[config.mk]
export PLATFORM = sky130hd
export DESIGN_NAME = irq_flag_regs
export DESIGN_NICKNAME = d
export VERILOG_FILES = /design/src/rtl/irq_flag_pkg.sv /design/src/rtl/irq_flag_wdec.sv /design/src/rtl/irq_flag_adec.sv /design/src/rtl/irq_flag_cell.sv /design/src/rtl/irq_flag_rdmux.sv /design/src/rtl/irq_flag_regs.sv
export SDC_FILE = /design/constraint.sdc
export NUM_CORES = 1
export LEC_CHECK = 0
export BUFFER_PORTS_ARGS = -buffer_cell sky130_fd_sc_hd__buf_4
export CAP_MARGIN = 0
export CORE_MARGIN = 2
export CORE_UTILIZATION = 45
export CTS_CLUSTER_DIAMETER = 150
export DETAILED_ROUTE_END_ITERATION = 7
export PLACE_DENSITY = 0.91
export SKIP_LAST_GASP = 1
export SLEW_MARGIN = 40
export SYNTH_ARGS = -nofsm -noshare
export SYNTH_HDL_FRONTEND = slang
export SYNTH_SLANG_ARGS = --single-unit
[constraint.sdc]
create_clock -name clk_i -period 2.55 [get_ports clk_i]
set_clock_uncertainty 0.05 [all_clocks]
set_input_delay 0.255 -clock clk_i [delete_from_list [all_inputs] [get_ports clk_i]]
set_output_delay 0.255 -clock clk_i [all_outputs]
set_load 0.1 [all_outputs]
[src/rtl/irq_flag_pkg.sv]
package irq_flag_pkg;
  localparam int REG_W  = 8;
  localparam int BIDX_W = 3;
  localparam int WORD_W = 16;

  typedef enum logic {
    BIT_CLR = 1'b0,
    BIT_SET = 1'b1
  } bit_op_e;
endpackage

[src/rtl/irq_flag_wdec.sv]
module irq_flag_wdec
  import irq_flag_pkg::*;
#(
  parameter int NUM_REGS  = 3,
  parameter int ADDR_W    = 16,
  parameter int BASE_ADDR = 'hFFE0,
  localparam int NUM_FLAGS = NUM_REGS * REG_W
) (
  input  logic                 wr_i,
  input  logic [ADDR_W-1:0]    addr_i,
  input  logic [REG_W-1:0]     wdata_i,
  input  logic                 bop_i,
  input  logic                 bset_i,
  input  logic [ADDR_W-1:0]    baddr_i,
  input  logic [BIDX_W-1:0]    bidx_i,
  output logic [NUM_FLAGS-1:0] we_o,
  output logic [NUM_FLAGS-1:0] val_o
);
  for (genvar r = 0; r < NUM_REGS; r++) begin : g_reg
    logic byte_hit, reg_bop_hit;
    assign byte_hit    = wr_i && (addr_i == ADDR_W'(BASE_ADDR + r));
    assign reg_bop_hit = bop_i && (baddr_i == ADDR_W'(BASE_ADDR + r));
    for (genvar b = 0; b < REG_W; b++) begin : g_bit
      logic bit_hit;
      assign bit_hit = reg_bop_hit && (bidx_i == BIDX_W'(b));
      assign we_o[r*REG_W+b]  = byte_hit | bit_hit;
      // bit op overrides the byte write on its own bit
      assign val_o[r*REG_W+b] = bit_hit ? (bit_op_e'(bset_i) == BIT_SET) : wdata_i[b];
    end
  end
endmodule

[src/rtl/irq_flag_adec.sv]
module irq_flag_adec #(
  parameter int NUM_FLAGS = 24,
  localparam int IDX_W = $clog2(NUM_FLAGS)
) (
  input  logic                 ack_i,
  input  logic [IDX_W-1:0]     idx_i,
  output logic [NUM_FLAGS-1:0] clr_o
);
  for (genvar k = 0; k < NUM_FLAGS; k++) begin : g_dec
    assign clr_o[k] = ack_i && (idx_i == IDX_W'(k));
  end
endmodule

[src/rtl/irq_flag_cell.sv]
module irq_flag_cell #(
  parameter bit IMPL = 1'b1
) (
  input  logic clk_i,
  input  logic rst_ni,
  input  logic set_i,
  input  logic clr_i,
  input  logic we_i,
  input  logic wval_i,
  input  logic en_i,
  output logic q_o
);
  logic q_d;

  // precedence: hw set > ack clear > sw write; en_i low forces 0
  always_comb begin
    q_d = q_o;
    if (we_i && en_i) q_d = wval_i;
    if (clr_i)        q_d = 1'b0;
    if (set_i)        q_d = 1'b1;
    q_d = q_d & en_i & IMPL;
  end

  always_ff @(posedge clk_i or negedge rst_ni) begin
    if (!rst_ni) q_o <= 1'b0;
    else         q_o <= q_d;
  end
endmodule

[src/rtl/irq_flag_rdmux.sv]
module irq_flag_rdmux
  import irq_flag_pkg::*;
#(
  parameter int NUM_REGS  = 3,
  parameter int ADDR_W    = 16,
  parameter int BASE_ADDR = 'hFFE0,
  localparam int NUM_FLAGS = NUM_REGS * REG_W
) (
  input  logic [NUM_FLAGS-1:0] flags_i,
  input  logic [ADDR_W-1:0]    addr_i,
  input  logic                 word_i,
  output logic [WORD_W-1:0]    data_o
);
  always_comb begin
    data_o = '0;
    if (word_i) begin
      if (addr_i == ADDR_W'(BASE_ADDR)) data_o = flags_i[WORD_W-1:0];
    end else begin
      for (int r = 0; r < NUM_REGS; r++) begin
        if (addr_i == ADDR_W'(BASE_ADDR + r))
          data_o = {{(WORD_W-REG_W){1'b0}}, flags_i[r*REG_W +: REG_W]};
      end
    end
  end
endmodule

[src/rtl/irq_flag_regs.sv]
module irq_flag_regs
  import irq_flag_pkg::*;
#(
  parameter int NUM_REGS    = 3,
  parameter int ADDR_W      = 16,
  parameter int BASE_ADDR   = 'hFFE0,
  parameter int WDT_BIT     = 0,
  parameter int OPT_BIT     = 10,
  parameter bit OPT_PRESENT = 1'b0,
  localparam int NUM_FLAGS  = NUM_REGS * REG_W,
  localparam int IDX_W      = $clog2(NUM_FLAGS)
) (
  input  logic                 clk_i,
  input  logic                 rst_ni,
  input  logic [NUM_FLAGS-1:0] req_i,
  input  logic                 ack_valid_i,
  input  logic [IDX_W-1:0]     ack_idx_i,
  input  logic                 bus_wr_i,
  input  logic [ADDR_W-1:0]    bus_addr_i,
  input  logic [REG_W-1:0]     bus_wdata_i,
  input  logic                 bit_op_valid_i,
  input  logic                 bit_op_set_i,
  input  logic [ADDR_W-1:0]    bit_addr_i,
  input  logic [BIDX_W-1:0]    bit_idx_i,
  input  logic [ADDR_W-1:0]    rd_addr_i,
  input  logic                 rd_word_i,
  output logic [WORD_W-1:0]    rd_data_o,
  input  logic                 wdt_interval_i,
  output logic [NUM_FLAGS-1:0] pend_o
);
  logic [NUM_FLAGS-1:0] sw_we, sw_val, ack_clr;

  irq_flag_wdec #(
    .NUM_REGS (NUM_REGS),
    .ADDR_W   (ADDR_W),
    .BASE_ADDR(BASE_ADDR)
  ) u_wdec (
    .wr_i   (bus_wr_i),
    .addr_i (bus_addr_i),
    .wdata_i(bus_wdata_i),
    .bop_i  (bit_op_valid_i),
    .bset_i (bit_op_set_i),
    .baddr_i(bit_addr_i),
    .bidx_i (bit_idx_i),
    .we_o   (sw_we),
    .val_o  (sw_val)
  );

  irq_flag_adec #(
    .NUM_FLAGS(NUM_FLAGS)
  ) u_adec (
    .ack_i(ack_valid_i),
    .idx_i(ack_idx_i),
    .clr_o(ack_clr)
  );

  for (genvar k = 0; k < NUM_FLAGS; k++) begin : g_flag
    localparam bit IMPL = OPT_PRESENT || (k != OPT_BIT);
    logic en;
    if (k == WDT_BIT) begin : g_wdt
      assign en = wdt_interval_i;
    end else begin : g_std
      assign en = 1'b1;
    end
    irq_flag_cell #(
      .IMPL(IMPL)
    ) u_cell (
      .clk_i (clk_i),
      .rst_ni(rst_ni),
      .set_i (req_i[k]),
      .clr_i (ack_clr[k]),
      .we_i  (sw_we[k]),
      .wval_i(sw_val[k]),
      .en_i  (en),
      .q_o   (pend_o[k])
    );
  end

  irq_flag_rdmux #(
    .NUM_REGS (NUM_REGS),
    .ADDR_W   (ADDR_W),
    .BASE_ADDR(BASE_ADDR)
  ) u_rdmux (
    .flags_i(pend_o),
    .addr_i (rd_addr_i),
    .word_i (rd_word_i),
    .data_o (rd_data_o)
  );
endmodule

Yosys cells after proc, flatten, opt, wreduce, memory -nomap -nowiden

Index checks and enable logic that the tools add are counted.
W data, S select, Z words.

Equal/unequal tests: 38
Mux-type cells: 97
Bitwise logic cells: 24
Reduce and logical (&&, ||, !) cells: 77

Operators with widths:

| kind                   | count |
|---|---|
| $eq A16 B16 Y1 const B | 9 |
| $mux W1                | 92 |
| $reduce_bool A3 Y1     | 22 |
| $logic_and A1 B1 Y1    | 53 |
| $eq A5 B5 Y1 const B   | 8 |
| $eq A5 B4 Y1 const B   | 7 |
| $mux W16               | 2 |
| $mux W8                | 3 |
| $or A1 B1 Y1           | 23 |
| $eq A5 B3 Y1 const B   | 4 |
| $eq A3 B3 Y1 const B   | 4 |
| $eq A5 B2 Y1 const B   | 2 |
| $eq A3 B2 Y1 const B   | 2 |
| $eq A5 B1 Y1 const B   | 1 |
| $logic_not A5 Y1       | 1 |
| $eq A3 B1 Y1 const B   | 1 |
| $logic_not A3 Y1       | 1 |
| $and A1 B1 Y1          | 1 |

Register bits after elaboration: 23
Output and inout bits: 40
Logic and storage cells: 259

Longest topological paths before layout

Depth after elaboration: 9
Mapped depth: 7

Hierarchy

From an unflattened synthesis, not the netlist that was laid out.

Cells, all modules: 331
Area, all modules: 2591.2 um^2

By module, submodules not included:

| module                               | times used | cells each | area each (um^2) | seq. area each (um^2) |
|---|---|---|---|---|
| irq_flag_cell (g_flag[0].u_cell ...) | 23         | 5          | 50.0             | 25.0 |
| irq_flag_wdec                        | 1          | 122        | 854.6            | 0.0 |
| irq_flag_rdmux                       | 1          | 56         | 392.9            | 0.0 |
| irq_flag_adec                        | 1          | 35         | 177.7            | 0.0 |
| irq_flag_cell (g_flag[10].u_cell)    | 1          | 2          | 11.3             | 0.0 |
| irq_flag_regs                        | 1          | 1          | 3.8              | 0.0 |

Worst setup path before layout

Ideal clock, no wire load.

Path kind: input to output
Start point: input port rd_addr_i[3]
End point: output port rd_data_o[11]
Data arrival time: 2496 ps
Required time: 2245 ps
Path slack: -251 ps
Cell stages on the path: 6
Cell sequence: or4b_1 -> nor4_1 -> nand2b_1 -> nor2_1 -> clkbuf_1 -> and3_1

Longest elaborated chain between the ends: 3

Ends and longest elaborated chain:

| item           | line                 | text |
|---|---|---|
| from (decl)    | irq_flag_regs.sv:25  | `input logic [ADDR_W-1:0] rd_addr_i,` |
| $eq A16 B16 Y1 | irq_flag_rdmux.sv:17 | `if (addr_i == ADDR_W'(BASE_ADDR)) data_o = flags_i[WORD_W-1:0];` |
| $mux W16       | irq_flag_rdmux.sv:17 |  |
| $mux W16       | irq_flag_rdmux.sv:16 | `if (word_i) begin` |
| to (decl)      | irq_flag_regs.sv:27  | `output logic [WORD_W-1:0] rd_data_o,` |

No other way between the ends.

Worst setup path after layout

Start point: input port rd_addr_i[3]
End point: output port rd_data_o[8]

The elaborated chain is that of the path after synthesis.

==> flow_summary_export.csv <==
group,metric,value,unit
status,outcome,"complete, no violations",
floorplan,io_pins,136,
grt,grt_pass1_vias,2841,
final_layout,n_antenna_cell,0,
grt,grt_max_degree,24,
power,cellPowerDensity,270,mW/mm^2
drt,vias,2974,
grt,grt_first_pass_wirelength,13100,um
drt,ant_nets,0,
critical_path,crit_path_max_fanout,9,
critical_path,rrSetupSlack,1620,ps
floorplan,die_h,77.3,um
final_layout,postLayoutCoreUtil,65.6,%
final_layout,largest_register_ff_count,23,
critical_path,r2r-start,"g_flag[18].u_cell.q_o",
sta,timing.final.max_slew_violations,0,
hold_path,hold_class,"in -> reg",
sta,period_needed,2480,ps
sta,worst_pin_slew,623,ps
synthesis,ys_seq_area_share,23.8,%
placement,io_buffers,132,
drt,drtIter0Drc,361,
sta,rsz0062_at_grt,"false",
drt,drtPass1Iterations,5,
floorplan,core,0.00514,sq mm
synthesis,synth_flop_cell,"dfrtp_1",
critical_path,required,2250,ps
critical_path,crit_path_end_kind,"output pin",
final_layout,fin_area,0.00337,sq mm
power,p_seq_share,41.3,%
floorplan,die_area,0.00598,sq mm
sta,finalSetupViolCount,0,
power,p_leak,1.39,nW
critical_path,worstReg2RegEnd,"g_flag[18].u_cell.q_o",
sta,fmax,404,MHz
drt,drc,0,
power,swShare,32.3,%
grt,antenna_found_initial,0,
critical_path,reg2reg_depth,3,
placement,dp_cells,484,
clock_network,cts_tree,"yes",
critical_path,worstSetupPathType,"in -> out",
placement,postPlaceCellArea,0.00331,sq mm
power,peakVddDrop,0.000173,V
drt,viasPerCell,6.08,
sta,layout_worst_path_cycle_share,97.2,%
final_layout,instances_no_fill,489,
power,combPwrFrac,32.9,%
final_layout,largest_register,"g_flag.u_cell.q_o",
hold_path,hold_end,"g_flag[19].u_cell.q_o",
synthesis,yosys_warnings,0,
clock_network,clk_pin_slew,90,ps
drt,wl,8270,um
grt,grt_usage,26.8,%
clock_network,post_cts_buffers,0,
grt,gr-total-overflow,0,
clock_network,clock-sinks,23,
sta,final_hold_viol_count,0,
synthesis,ys_top_cells_by_area,"dfrtp_1 (24%), nand2_1 (8.2%), buf_4 (7.8%), o21ai_0 (4.8%), a32oi_1 (3.6%)",
synthesis,ys_types,46,
power,p_int,616,uW
synthesis,avgSynthCellArea,7.70,sq um
power,total_power,911,uW
floorplan,rows,26,
final_layout,nets,516,
synthesis,synthArstFlopShare,100,%
clock_network,clkLatencyLatePin,260,ps
job,cap_violations,0,
hold_path,hp-start,"req_i[19]",
final_layout,largestRegisters,"g_flag.u_cell.q_o (23)",
clock_network,cts_max_level,1,
placement,gp_congestion,1.05,
clock_network,cts_made_buffers,3,
drt,wl_per_cell,16.9,um
critical_path,cp.arrival,2170,ps
final_layout,drive_above_1_share,42.0,%
hold_path,min_path_cells,2,
sta,slew_headroom,58.3,%
synthesis,synth_top_area_share,23.8,%
synthesis,netlist_instances,314,
floorplan,floorplan.initialDensity,47.1,%
synthesis,synth-seq-cells,23,
sta,tns,0,ps
power,p_sw,295,uW
power,p_clk_share,25.8,%
floorplan,chipWidth,77.3,um
final_layout,areaGrowthSynthToFinish,39.5,%
clock_network,ctsLongestPathBuffers,2,
clock_network,cts_root_buffer,"clkbuf_8",
critical_path,cp-start-kind,"primary input",
synthesis,synth_edf_count,0,
synthesis,synth_area_leader_cell,"dfrtp_1",
synthesis,netlist_area,0.00242,sq mm
placement,dp_hpwl,6690,um
-- metal layers --
layer	routed length, um	global-route usage, %	part of all wire [%]
met5	0	0	0
met4	204	8.21	2.5
met1	3040	31.2	37
met2	4090	47.8	49
met3	937	6.94	11
-- cells in the mapped netlist (6+ instances only) --
library cell / n
a21oi_1: 11
o21bai_1: 10
a21o_1: 8
a32oi_1: 10
a221o_1: 7
nor2b_1: 7
and3_1: 11
clkbuf_1: 10
dfrtp_1: 23
nand2_1: 53
and2_1: 9
o22ai_1: 7
o21ai_0: 23
buf_4: 25
nand4_1: 7
nand3_1: 8
nor2_1: 9
a22oi_1: 6
-- power groups by stage --
stage          Sequential (mW)  Combinational (mW)  Clock, mW
2_1_floorplan            0.381               0.142          0
3_5_place_dp             0.384               0.294          0
3_3_place_gp             0.383               0.287          0
6_report                 0.376               0.300      0.235
5_1_grt                  0.377               0.318      0.254
4_1_cts                  0.376               0.296      0.233
-- cell usage in the layout, fill, tap and decap left out, types with 8 or more instances in the layout --
cell type  synthesis  final
a32oi_1           10     10
nand2_1           53     53
o21bai_1          10     10
buf_4             25    140
dfrtp_1           23     23
a21o_1             8      8
and2_1             9      9
o21ai_0           23     23
nor2_1             9      9
nand3_1            8      8
a21oi_1           11     11
-- cell type report --
cell class | count | area, sq um
sequential | 23 | 576
multi-input combinational | 249 | 1600
timing repair buffer | 141 | 1060
tap | 70 | 87.6
inverter | 2 | 7.51
fill | 463 | 1770
clock buffer | 4 | 45.0
-- logic make-up after synthesis --
logic type      Yosys count  synth area share [%]
compound gates          100                  30.9
buf+inv                  43                  11.4
flops                    23                  23.8
other cells               1                 0.155
simple gates            147                  33.7
-- metrics by stage --
step,setup slack [ps],hold slack [ps]
finish,72.4,109
global route,8.00,112
CTS,16.9,114
detailed placement,19.2,120
global placement,147,114
floorplan,33.6,-90.6
-- what timing repair did --
item | in CTS | in global routing
hold endpoints to repair | 23 | 0
hold buffers | 1 | 0
resized for setup | 0 | 1
endpoints found under the setup margin | 0 | 15
-- critical path: stages --
cell,delay [ps]
buf_4,110
or4b_1,530
nor4_2,310
nand2b_1,140
nor2_1,180
buf_4,180
and3_2,180
buf_4,280
-- worst max path at each step --
stage | startpoint | slack, ps | endpoint
global route | rd_addr_i[3] | 8 | rd_data_o[8]
detailed placement | rd_addr_i[3] | 20 | rd_data_o[8]
CTS | rd_addr_i[3] | 20 | rd_data_o[8]
global placement | rd_addr_i[3] | 150 | rd_data_o[1]
floorplan | rd_addr_i[3] | 30 | rd_data_o[11]
finish | rd_addr_i[3] | 70 | rd_data_o[8]
(Power assumes the default switching activity.)
